<file path="config.mk">
export PLATFORM = sky130hd
export DESIGN_NAME = flash_status_resp
export DESIGN_NICKNAME = d
export VERILOG_FILES = /design/src/rtl/fsr_pkg.sv /design/src/rtl/fsr_array_stub.sv /design/src/rtl/fsr_ctrl.sv /design/src/rtl/fsr_rdpath.sv /design/src/rtl/flash_status_resp.sv
export SDC_FILE = /design/constraint.sdc
export NUM_CORES = 1
export LEC_CHECK = 0
export ABC_AREA = 1
export ABC_CLOCK_PERIOD_IN_PS = 5100
export BUFFER_PORTS_ARGS = -buffer_cell sky130_fd_sc_hd__buf_2
export CAP_MARGIN = 20
export CORE_UTILIZATION = 52
export CTS_BUF_LIST = sky130_fd_sc_hd__clkbuf_8
export DETAILED_ROUTE_END_ITERATION = 16
export GPL_TIMING_DRIVEN = 1
export PLACE_DENSITY = 0.74
export SYNTH_ARGS = -nofsm -noshare
export SYNTH_HDL_FRONTEND = slang
export SYNTH_SLANG_ARGS = --single-unit
</file>
<file path="constraint.sdc">
create_clock -name clk -period 5.1 [get_ports clk]
set_input_delay 0.255 -clock clk [delete_from_list [all_inputs] [get_ports clk]]
set_output_delay 0.255 -clock clk [all_outputs]
set_load 0.01 [all_outputs]
</file>
<file path="src/rtl/fsr_pkg.sv">
package fsr_pkg;
  typedef enum logic [2:0] {
    M_IDLE  = 3'd0,
    M_PROG  = 3'd1,
    M_ERASE = 3'd2,
    M_SUSP  = 3'd3,
    M_SPROG = 3'd4
  } mode_e;

  typedef enum logic [2:0] {
    OP_NONE   = 3'd0,
    OP_PROG   = 3'd1,
    OP_SERASE = 3'd2,
    OP_CERASE = 3'd3,
    OP_SUSP   = 3'd4,
    OP_RESUME = 3'd5,
    OP_RESET  = 3'd6,
    OP_RSVD   = 3'd7
  } op_e;

  localparam int BIT_TOG_MAIN = 6;
  localparam int BIT_FAULT    = 5;
  localparam int BIT_ERASE_GO = 3;
  localparam int BIT_TOG_SEC  = 2;
endpackage

</file>
<file path="src/rtl/fsr_array_stub.sv">
module fsr_array_stub #(
  parameter int ADDR_W = 12,
  parameter int DATA_W = 16,
  parameter logic [DATA_W-1:0] STUB_KEY = '0
) (
  input  logic [ADDR_W-1:0] addr,
  output logic [DATA_W-1:0] data
);
  // Address bits folded over the word and scrambled by a fixed key.
  always_comb begin
    for (int i = 0; i < DATA_W; i++) begin
      data[i] = addr[i % ADDR_W] ^ STUB_KEY[i];
    end
  end
endmodule

</file>
<file path="src/rtl/fsr_ctrl.sv">
module fsr_ctrl
  import fsr_pkg::*;
#(
  parameter int NSEC        = 8,
  parameter int BUSY_LEN    = 64,
  parameter int PULSE_LIMIT = 256,
  parameter int WIN_LEN     = 32,
  localparam int SEC_W = $clog2(NSEC),
  localparam int CNT_MAX = (PULSE_LIMIT > BUSY_LEN) ? PULSE_LIMIT : BUSY_LEN,
  localparam int CNT_W = $clog2(CNT_MAX + 1),
  localparam int WIN_W = $clog2(WIN_LEN + 1)
) (
  input  logic             clk,
  input  logic             rst,
  input  logic             cmd_valid,
  input  logic [2:0]       cmd_op,
  input  logic [SEC_W-1:0] cmd_sector,
  input  logic             cmd_raise,
  input  logic             fault_in,
  output mode_e            mode,
  output logic [NSEC-1:0]  sel_mask,
  output logic             fault,
  output logic             erase_go,
  output logic             op_start
);
  op_e op;
  assign op = op_e'(cmd_op);

  logic             window;
  logic [WIN_W-1:0] wcnt;
  logic [CNT_W-1:0] pcnt, ecnt;
  logic             raise_q;
  mode_e            mode_n;

  logic start_prog, start_serase, add_serase, start_cerase;
  logic do_susp, do_resume, do_reset;
  logic prog_active, erase_active, prog_done, erase_done, fault_set;

  assign start_prog   = cmd_valid && op == OP_PROG && (mode == M_IDLE || mode == M_SUSP);
  assign start_serase = cmd_valid && op == OP_SERASE && mode == M_IDLE;
  assign add_serase   = cmd_valid && op == OP_SERASE && mode == M_ERASE && window;
  assign start_cerase = cmd_valid && op == OP_CERASE && mode == M_IDLE;
  assign do_susp      = cmd_valid && op == OP_SUSP && mode == M_ERASE && !window && !fault;
  assign do_resume    = cmd_valid && op == OP_RESUME && mode == M_SUSP;
  assign do_reset     = cmd_valid && op == OP_RESET && fault;
  assign op_start     = start_prog || start_serase || start_cerase;

  assign prog_active  = (mode == M_PROG || mode == M_SPROG) && !fault;
  assign erase_active = mode == M_ERASE && !window && !fault;
  assign prog_done    = prog_active && !raise_q && !fault_in && pcnt == CNT_W'(BUSY_LEN - 1);
  assign erase_done   = erase_active && !fault_in && ecnt == CNT_W'(BUSY_LEN - 1);
  assign fault_set    = (prog_active && !prog_done &&
                         (fault_in || pcnt == CNT_W'(PULSE_LIMIT - 1))) ||
                        (erase_active && fault_in);
  assign erase_go     = (mode == M_ERASE || mode == M_SUSP || mode == M_SPROG) && !window;

  always_comb begin
    mode_n = mode;
    unique case (mode)
      M_IDLE:  if (start_prog) mode_n = M_PROG;
               else if (start_serase || start_cerase) mode_n = M_ERASE;
      M_PROG:  if (do_reset || prog_done) mode_n = M_IDLE;
      M_ERASE: if (do_reset || erase_done) mode_n = M_IDLE;
               else if (do_susp) mode_n = M_SUSP;
      M_SUSP:  if (do_resume) mode_n = M_ERASE;
               else if (start_prog) mode_n = M_SPROG;
      M_SPROG: if (do_reset || prog_done) mode_n = M_SUSP;
      default: mode_n = M_IDLE;
    endcase
  end

  always_ff @(posedge clk) begin
    if (rst) begin
      mode     <= M_IDLE;
      sel_mask <= '0;
      fault    <= 1'b0;
      window   <= 1'b0;
      wcnt     <= '0;
      pcnt     <= '0;
      ecnt     <= '0;
      raise_q  <= 1'b0;
    end else begin
      mode <= mode_n;

      if (do_reset) fault <= 1'b0;
      else if (fault_set) fault <= 1'b1;

      if (start_prog) begin
        pcnt    <= '0;
        raise_q <= cmd_raise;
      end else if (prog_active && !prog_done && !fault_set) begin
        pcnt <= pcnt + 1'b1;
      end

      if (start_serase || start_cerase) ecnt <= '0;
      else if (erase_active && !erase_done && !fault_set) ecnt <= ecnt + 1'b1;

      if (start_serase || add_serase) begin
        window <= 1'b1;
        wcnt   <= '0;
      end else if (start_cerase) begin
        window <= 1'b0;
      end else if (window) begin
        if (wcnt == WIN_W'(WIN_LEN - 1)) window <= 1'b0;
        else wcnt <= wcnt + 1'b1;
      end

      if (start_serase) sel_mask <= NSEC'(1) << cmd_sector;
      else if (add_serase) sel_mask <= sel_mask | (NSEC'(1) << cmd_sector);
      else if (start_cerase) sel_mask <= '1;
      else if (mode == M_ERASE && mode_n == M_IDLE) sel_mask <= '0;
    end
  end

  // acceptance window only exists inside an erase
  p_window_in_erase_r7: assert property (@(posedge clk) disable iff (rst)
    window |-> mode == M_ERASE);
  // idle carries no sector choice and no fault
  p_idle_clean_r12: assert property (@(posedge clk) disable iff (rst)
    mode == M_IDLE |-> (sel_mask == '0 && !fault));
  // erase-related modes always have at least one chosen sector
  p_erase_has_sel_r8: assert property (@(posedge clk) disable iff (rst)
    (mode == M_ERASE || mode == M_SUSP || mode == M_SPROG) |-> sel_mask != '0);
  // chip erase chooses every sector
  p_chip_all_r8: assert property (@(posedge clk) disable iff (rst)
    start_cerase |=> &sel_mask);
  // fault drops only after a reset command
  p_fault_clear_r11: assert property (@(posedge clk) disable iff (rst)
    $fell(fault) |-> $past(cmd_valid && op == OP_RESET));
endmodule

</file>
<file path="src/rtl/fsr_rdpath.sv">
module fsr_rdpath
  import fsr_pkg::*;
#(
  parameter int NSEC   = 8,
  parameter int ADDR_W = 12,
  parameter int DATA_W = 16,
  localparam int SEC_W = $clog2(NSEC)
) (
  input  logic              clk,
  input  logic              rst,
  input  logic              rd_en,
  input  logic [ADDR_W-1:0] rd_addr,
  input  mode_e             mode,
  input  logic [NSEC-1:0]   sel_mask,
  input  logic              fault,
  input  logic              erase_go,
  input  logic              op_start,
  input  logic [DATA_W-1:0] arr_data,
  output logic              rd_valid,
  output logic [DATA_W-1:0] rd_data
);
  logic [SEC_W-1:0]  sec;
  logic              sel, status_rd, flip_main, flip_sec;
  logic              tog_main, tog_sec;
  logic [DATA_W-1:0] stat;

  assign sec       = rd_addr[ADDR_W-1 -: SEC_W];
  assign sel       = sel_mask[sec];
  assign status_rd = rd_en && mode != M_IDLE && !(mode == M_SUSP && !sel);
  assign flip_main = status_rd && (mode == M_PROG || mode == M_ERASE || mode == M_SPROG);
  assign flip_sec  = status_rd && sel && (mode == M_ERASE || mode == M_SUSP);

  always_comb begin
    stat = '0;
    stat[BIT_TOG_MAIN] = tog_main;
    stat[BIT_FAULT]    = fault;
    stat[BIT_ERASE_GO] = erase_go;
    stat[BIT_TOG_SEC]  = tog_sec;
  end

  always_ff @(posedge clk) begin
    if (rst) begin
      rd_valid <= 1'b0;
      rd_data  <= '0;
      tog_main <= 1'b0;
      tog_sec  <= 1'b0;
    end else begin
      rd_valid <= rd_en;
      if (rd_en) rd_data <= status_rd ? stat : arr_data;
      if (op_start) begin
        tog_main <= 1'b0;
        tog_sec  <= 1'b0;
      end else begin
        if (flip_main) tog_main <= ~tog_main;
        if (flip_sec)  tog_sec  <= ~tog_sec;
      end
    end
  end

  // read data is presented exactly one cycle after the strobe
  p_valid_on_r1: assert property (@(posedge clk) disable iff (rst)
    rd_en |=> rd_valid);
  p_valid_off_r1: assert property (@(posedge clk) disable iff (rst)
    !rd_en |=> !rd_valid);
  // sector toggle never moves while programming
  p_sec_hold_prog_r2: assert property (@(posedge clk) disable iff (rst)
    mode == M_PROG |=> $stable(tog_sec));
  // main toggle never moves in suspend unless a new job starts
  p_main_hold_susp_r4: assert property (@(posedge clk) disable iff (rst)
    (mode == M_SUSP && !op_start) |=> $stable(tog_main));
endmodule

</file>
<file path="src/rtl/flash_status_resp.sv">
module flash_status_resp
  import fsr_pkg::*;
#(
  parameter int NSEC        = 8,
  parameter int ADDR_W      = 12,
  parameter int DATA_W      = 16,
  parameter int BUSY_LEN    = 64,
  parameter int PULSE_LIMIT = 256,
  parameter int WIN_LEN     = 32,
  parameter logic [DATA_W-1:0] STUB_KEY = 'h5A3C,
  localparam int SEC_W = $clog2(NSEC)
) (
  input  logic              clk,
  input  logic              rst,
  input  logic              cmd_valid,
  input  logic [2:0]        cmd_op,
  input  logic [SEC_W-1:0]  cmd_sector,
  input  logic              cmd_raise,
  input  logic              fault_in,
  input  logic              rd_en,
  input  logic [ADDR_W-1:0] rd_addr,
  output logic              rd_valid,
  output logic [DATA_W-1:0] rd_data,
  output logic [2:0]        mode_o
);
  mode_e             mode;
  logic [NSEC-1:0]   sel_mask;
  logic              fault, erase_go, op_start;
  logic [DATA_W-1:0] arr_data;

  fsr_ctrl #(
    .NSEC(NSEC), .BUSY_LEN(BUSY_LEN), .PULSE_LIMIT(PULSE_LIMIT), .WIN_LEN(WIN_LEN)
  ) u_ctrl (
    .clk(clk), .rst(rst), .cmd_valid(cmd_valid), .cmd_op(cmd_op),
    .cmd_sector(cmd_sector), .cmd_raise(cmd_raise), .fault_in(fault_in),
    .mode(mode), .sel_mask(sel_mask), .fault(fault), .erase_go(erase_go),
    .op_start(op_start)
  );

  fsr_array_stub #(
    .ADDR_W(ADDR_W), .DATA_W(DATA_W), .STUB_KEY(STUB_KEY)
  ) u_stub (
    .addr(rd_addr), .data(arr_data)
  );

  fsr_rdpath #(
    .NSEC(NSEC), .ADDR_W(ADDR_W), .DATA_W(DATA_W)
  ) u_rd (
    .clk(clk), .rst(rst), .rd_en(rd_en), .rd_addr(rd_addr), .mode(mode),
    .sel_mask(sel_mask), .fault(fault), .erase_go(erase_go), .op_start(op_start),
    .arr_data(arr_data), .rd_valid(rd_valid), .rd_data(rd_data)
  );

  assign mode_o = mode;
endmodule

</file>
Yosys cells after proc, flatten, opt, wreduce, memory -nomap -nowiden. Index checks and enable logic that the tools add are counted.

$add $sub $neg: 3. Multipliers: 0. Div/mod/pow operators: 0. Magnitude comparators: 1. Equal/unequal tests: 14. Shift-type cells: 1. Mux-type cells: 20. Bitwise operators: 12. Reduce and logical (&&, ||, !) cells: 71.

Operators by type and width (number): logical AND 1 bit (38); two-way mux 8 bit (4); two-way mux 3 bit (8); adder 9 x 1 -> 9 bit (second input constant) (2); equality test 9 x 6 -> 1 bit (second input constant) (2); two-way mux 16 bit (1); one-hot mux 3 bit (5 select lines) (1); logical OR 1 bit (14); equality test 3 x 2 -> 1 bit (second input constant) (4); equality test 3 bit (second input constant) (4); inverter 1 bit (11); OR reduction 2 bit (5); equality test 9 x 8 -> 1 bit (second input constant) (1); logical NOT 1 bit (9); bitwise OR 8 bit (1); << shifter 1 x 3 -> 8 bit (first input constant) (1); adder 6 x 1 -> 6 bit (second input constant) (1); equality test 3 x 1 -> 1 bit (second input constant) (2); equality test 6 x 5 -> 1 bit (second input constant) (1); logical NOT 3 bit (2); two-way mux 1 bit (5); less-than comparator 3 x 4 -> 1 bit (second input constant) (1); nonzero test 4 bit (1); binary-select mux 1 bit (select 3 bit) (1); other kinds (2) (2).

Bits in registers: 57. Latch bits: 0. Bits in writable memories: 0. Bits in read-only memories: 0. Input bits: 24. Output and inout port bits: 20. Word-level logic and storage cells: 134. Memories: 0.

Logic depth before layout (Yosys ltp).
Word-level depth: 15. Depth in mapped cells: 13. Mapped depth without buffers: 12.

Modules after synthesis. A second synthesis with hierarchy kept.

Cell total of the unflattened synthesis: 476. Area, all modules: 3409.5 um^2.

Modules (own cells, without submodules): fsr_ctrl (times used 1, cells each 323, area each 2257.2 um^2, seq. area each 760.7 um^2); fsr_rdpath (times used 1, cells each 137, area each 1058.5 um^2, seq. area each 380.4 um^2); fsr_array_stub (times used 1, cells each 16, area each 93.8 um^2, seq. area each 0.0 um^2).

Least setup slack after synthesis. No wires, ideal clock.

Path kind: register -> register. Start point: reg u_ctrl.pcnt[0]. End point: reg u_ctrl.pcnt[6]. Setup time: 62 ps. Arrival: 1746 ps. Required time: 5038 ps. Path slack: 3292 ps. Stages on the path, launching flop included: 13. Path buffers: 0. Period minus slack after synthesis: 1808 ps. Cell sequence: dfxtp_1 ha_1 nand2_1 nor2_1 nand2_2 nor2_1 ha_1 nor2_1 nand2_4 nor2_4 xor2_1 inv_1 nor2_2.

Longest elaborated chain between the ends: 8. Elaborated cells on any way between the ends: 11. Classes of those cells: add/sub: 1; eq/ne: 2; reduce/logical: 8.

RTL lines: start: declaration (RTL line fsr_ctrl.sv:31) `logic [CNT_W-1:0] pcnt, ecnt;`; start signal: assignment (RTL line fsr_ctrl.sv:92) `pcnt <= pcnt + 1'b1;`; equality test 9 x 6 -> 1 bit (RTL line fsr_ctrl.sv:50) `assign prog_done = prog_active && !raise_q && !fault_in && pcnt == CNT_W'(BUSY_LEN - 1);`; logical AND 1 bit (RTL line fsr_ctrl.sv:50); logical NOT 1 bit (RTL line fsr_ctrl.sv:52, fsr_ctrl.sv:91); logical AND 1 bit (RTL line fsr_ctrl.sv:52, fsr_ctrl.sv:91); logical AND 1 bit (RTL line fsr_ctrl.sv:52) `assign fault_set = (prog_active && !prog_done &&`; logical OR 1 bit (RTL line fsr_ctrl.sv:53) `(fault_in || pcnt == CNT_W'(PULSE_LIMIT - 1))) ||`; logical NOT 1 bit (RTL line fsr_ctrl.sv:91) `end else if (prog_active && !prog_done && !fault_set) begin`; logical AND 1 bit (RTL line fsr_ctrl.sv:91).

Parallel ways exist; a longest one is shown, timed or not. A chain may end at the register's enable or synchronous reset.

Worst setup path after layout.
Start point: reg u_ctrl.pcnt[1]. End point: reg u_ctrl.pcnt[6].

The elaborated chain is that of the path after synthesis.

==> impl_metrics.xml <==
<?xml version="1.0" encoding="UTF-8"?>
<metrics>
  <group name="synth">
    <metric name="synth_area_leaders" unit="">dfxtp_1 37%, nand2_1 10%, a21oi_1 7.9%</metric>
    <metric name="post-synth-top-area-fraction" unit="%">36.66</metric>
    <metric name="yosysWarnings" unit="">0</metric>
    <metric name="syn-instance-count" unit="">437</metric>
    <metric name="synth.cell_area" unit="um^2">3058</metric>
    <metric name="portion_of_the_post_synthesis_area_used_by_sequential_elements" unit="%">36.66</metric>
    <metric name="avgSynthCellArea" unit="um^2">6.998</metric>
    <metric name="syn-num-nets" unit="">465</metric>
    <metric name="synthDominantAreaCellType" unit="">dfxtp_1</metric>
    <metric name="synth_cell_types" unit="">39</metric>
    <metric name="ys_seq_elements" unit="">56</metric>
  </group>
  <group name="timing">
    <metric name="setup_repair_after_global_routing_missed_its_margin" unit="">no</metric>
    <metric name="finalHoldViolations" unit="">0</metric>
    <metric name="worst_slew_margin_rel" unit="%">62.51</metric>
    <metric name="time_the_worst_path_needs_with_i_o_delays_and_setup" unit="ps">2102</metric>
    <metric name="final.period_utilization" unit="%">41.21</metric>
    <metric name="finalSetupViolations" unit="">0</metric>
    <metric name="achievable-frequency" unit="MHz">475.8</metric>
    <metric name="setup_ws" unit="ps">2998</metric>
    <metric name="final.setup_skew" unit="ps">12.92</metric>
    <metric name="tightestPinTransition" unit="ps">562.4</metric>
    <metric name="drv_slew" unit="">0</metric>
    <metric name="tns" unit="ps">0</metric>
  </group>
  <group name="layout">
    <metric name="layout.cells.most_common_list" unit="">85 x nand2_1, 56 x dfxtp_1, 49 x inv_1, 48 x a21oi_1</metric>
    <metric name="area_delta_synth_final" unit="%">11.01</metric>
    <metric name="final_cell_area" unit="um^2">3395</metric>
    <metric name="antennaDiodeCount" unit="">0</metric>
    <metric name="final_core_util" unit="%">60.90</metric>
    <metric name="fraction_of_layout_cells_with_a_size_suffix_above_1" unit="%">18.74</metric>
    <metric name="post_layout_nonfiller_instances" unit="">547</metric>
    <metric name="layout.cells.most_common" unit="">nand2_1</metric>
    <metric name="multi_input_gate_area_in_the_final_layout" unit="um^2">1639</metric>
    <metric name="seqCellArea" unit="um^2">1121</metric>
    <metric name="num-fill-cells" unit="">551</metric>
    <metric name="finalNetCount" unit="">502</metric>
  </group>
  <group name="route">
    <metric name="viasPerCell" unit="">5.252</metric>
    <metric name="num_vias" unit="">2873</metric>
    <metric name="drc" unit="">0</metric>
    <metric name="first_iter_violations" unit="">162</metric>
    <metric name="route.detailed.wl_per_inst" unit="um">11.85</metric>
    <metric name="number_of_routed_nets_with_antenna_violations" unit="">0</metric>
    <metric name="detail_route.wirelength" unit="um">6481</metric>
    <metric name="drt_pre_antenna_iters" unit="">4</metric>
  </group>
  <group name="place">
    <metric name="postPlaceCellArea" unit="um^2">3279</metric>
    <metric name="dpl.cell_count" unit="">539</metric>
    <metric name="place.detailed.hpwl" unit="um">4820</metric>
    <metric name="io_buffers" unit="">43</metric>
    <metric name="place.gp.congestion" unit="">0.8110</metric>
    <metric name="post-place-ws" unit="ps">3017</metric>
  </group>
  <group name="clock_tree">
    <metric name="post-cts-setup-buffer-count" unit="">0</metric>
    <metric name="root_buffer" unit="">clkbuf_8</metric>
    <metric name="numCtsBuffers" unit="">5</metric>
    <metric name="clock_tree.htree_level_count" unit="">2</metric>
    <metric name="sink_count_of_the_clock_tree" unit="">56</metric>
    <metric name="clock_input_transition_at_the_sequential_cells_of_the_worst_setup_and_hold_paths" unit="ps">110</metric>
    <metric name="cts_resized" unit="">0</metric>
    <metric name="worst_skew_late_latency" unit="ps">310</metric>
    <metric name="tritoncts" unit="">yes</metric>
    <metric name="holdBufCountCts" unit="">0</metric>
    <metric name="clock_tree_buffer_depth" unit="">2</metric>
  </group>
  <group name="critical_path">
    <metric name="worst-setup-path-type" unit="">reg -&gt; reg</metric>
    <metric name="worst_ep_required" unit="ps">5360</metric>
    <metric name="startpoint_type" unit="">flop</metric>
    <metric name="cp_max_fo" unit="">9</metric>
    <metric name="arrival" unit="ps">2360</metric>
    <metric name="endpoint_kind_of_the_worst_setup_timing_path" unit="">flop</metric>
  </group>
  <group name="status">
    <metric name="status" unit="">completed</metric>
  </group>
  <group name="power">
    <metric name="power_per_cell_area" unit="nW/um^2">283.6</metric>
    <metric name="irDropWorstVdd" unit="mV">0.1513</metric>
    <metric name="cellLeakagePower" unit="nW">1.480</metric>
  </group>
  <group name="die">
    <metric name="start_util" unit="%">54.86</metric>
    <metric name="die_area" unit="um^2">6191</metric>
    <metric name="die_height" unit="um">78.69</metric>
    <metric name="num_io_pins" unit="">44</metric>
    <metric name="area_of_the_core" unit="um^2">5574</metric>
    <metric name="die_width" unit="um">78.69</metric>
    <metric name="placement_rows" unit="">27</metric>
  </group>
  <group name="grt">
    <metric name="initial_antenna_violation_count" unit="">0</metric>
    <metric name="grt_max_degree" unit="">21</metric>
    <metric name="number_of_global_route_vias_before_repair" unit="">2719</metric>
    <metric name="global_route_wire_length_before_repair" unit="um">11570</metric>
    <metric name="grt_overflow" unit="">0</metric>
    <metric name="grt_util_all_layers" unit="%">23.11</metric>
  </group>
  <group name="min_path">
    <metric name="hold_class" unit="">in -&gt; reg</metric>
  </group>
  <group name="run">
    <metric name="drv_cap" unit="">0</metric>
  </group>
</metrics>
worst max-delay path, cell delays in order (launching register included):
cell	delay [ps]
dfxtp_1	340
ha_1	200
nand2_1	110
nor2_1	60
nand2_2	110
nor2_1	60
ha_1	180
nor2_1	430
nand2_4	170
nor2_4	120
xor2_1	140
inv_1	60
nor2_2	70
routing by layer:
layer	vias to the layer above	wire [um]	track usage, %
met4	0	27	5.000
li1	1493	-	-
met3	2	271	3.605
met5	-	0	0
met1	1316	3045	28.62
met2	62	3137	41.74
cells in the mapped netlist (all sizes together):
library cell,instances
nand2,93
ha,4
o21bai,8
nor4,1
a31oi,2
nor3b,1
nor3,9
buf,11
o21ai,22
nor2,50
or2,3
xor2,5
clkinv,2
and3,1
a21oi,49
dfxtp,56
xnor2,1
nand4,7
nand3b,2
o211ai,3
inv,55
nor2b,1
nand3,49
clkbuf,2
area by class of cell:
| cell class | count | share of cell area, % |
|---|---|---|
| well taps | 72 | 2.654 |
| clock inverters | 3 | 1.364 |
| inverters | 57 | 6.303 |
| repair buffers | 43 | 6.340 |
| multi-input cells | 311 | 48.29 |
| clock buffers | 5 | 2.027 |
| flip-flops and latches | 56 | 33.03 |
power breakdown:
group / switching (mW) / total (mW) / internal (mW)
clock: 0.150 / 0.298 / 0.148
sequential: 0.0149 / 0.478 / 0.463
combinational: 0.121 / 0.186 / 0.0655
worst paths after layout:
path / start / to / slack, ps / cells past startpoint
min: cmd_raise / u_ctrl.raise_q$_SDFFE_PP0P_ / 180 / 3
min reg2reg: u_ctrl.pcnt[4]$_SDFFE_PP0P_ / u_ctrl.pcnt[4]$_SDFFE_PP0P_ / 450 / 2
max reg2reg: u_ctrl.pcnt[1]$_SDFFE_PP0P_ / u_ctrl.pcnt[6]$_SDFFE_PP0P_ / 3000 / 12
max: u_ctrl.pcnt[1]$_SDFFE_PP0P_ / u_ctrl.pcnt[6]$_SDFFE_PP0P_ / 3000 / 12
cell families (layout without fill, tap and decap cells):
group           after synthesis  after routing  synth area share, %
compound gates               84             84                14.85
flops                        56             56                36.66
buf+inv                      70            108                9.738
xor+xnor                      6              6                1.718
simple gates                217            217                35.39
fa+ha+maj                     4              4                1.637
sequential cells by signal, indices dropped and copies added (netlist names):
| register | cells |
|---|---|
| u_rd.rd_data | 15 |
| u_ctrl.ecnt | 9 |
| u_ctrl.pcnt | 9 |
| u_ctrl.sel_mask | 8 |
| u_ctrl.wcnt | 6 |
| u_ctrl.mode | 3 |
| u_ctrl.fault | 1 |
| u_ctrl.raise_q | 1 |
| u_ctrl.window | 1 |
| u_rd.rd_valid | 1 |
| u_rd.tog_main | 1 |
| u_rd.tog_sec | 1 |
metrics by stage:
| stage | hold WS [ps] | total power [mW] |
|---|---|---|
| after floorplan | 389.9 | 0.6295 |
| after global placement | 431.4 | 0.6702 |
| after detailed placement | 439.8 | 0.6731 |
| final | 179.4 | 0.9626 |
| after global routing | 185.7 | 1.019 |
| after CTS | 179.0 | 0.9758 |
No activity file was read; power rests on OpenSTA's default activity.
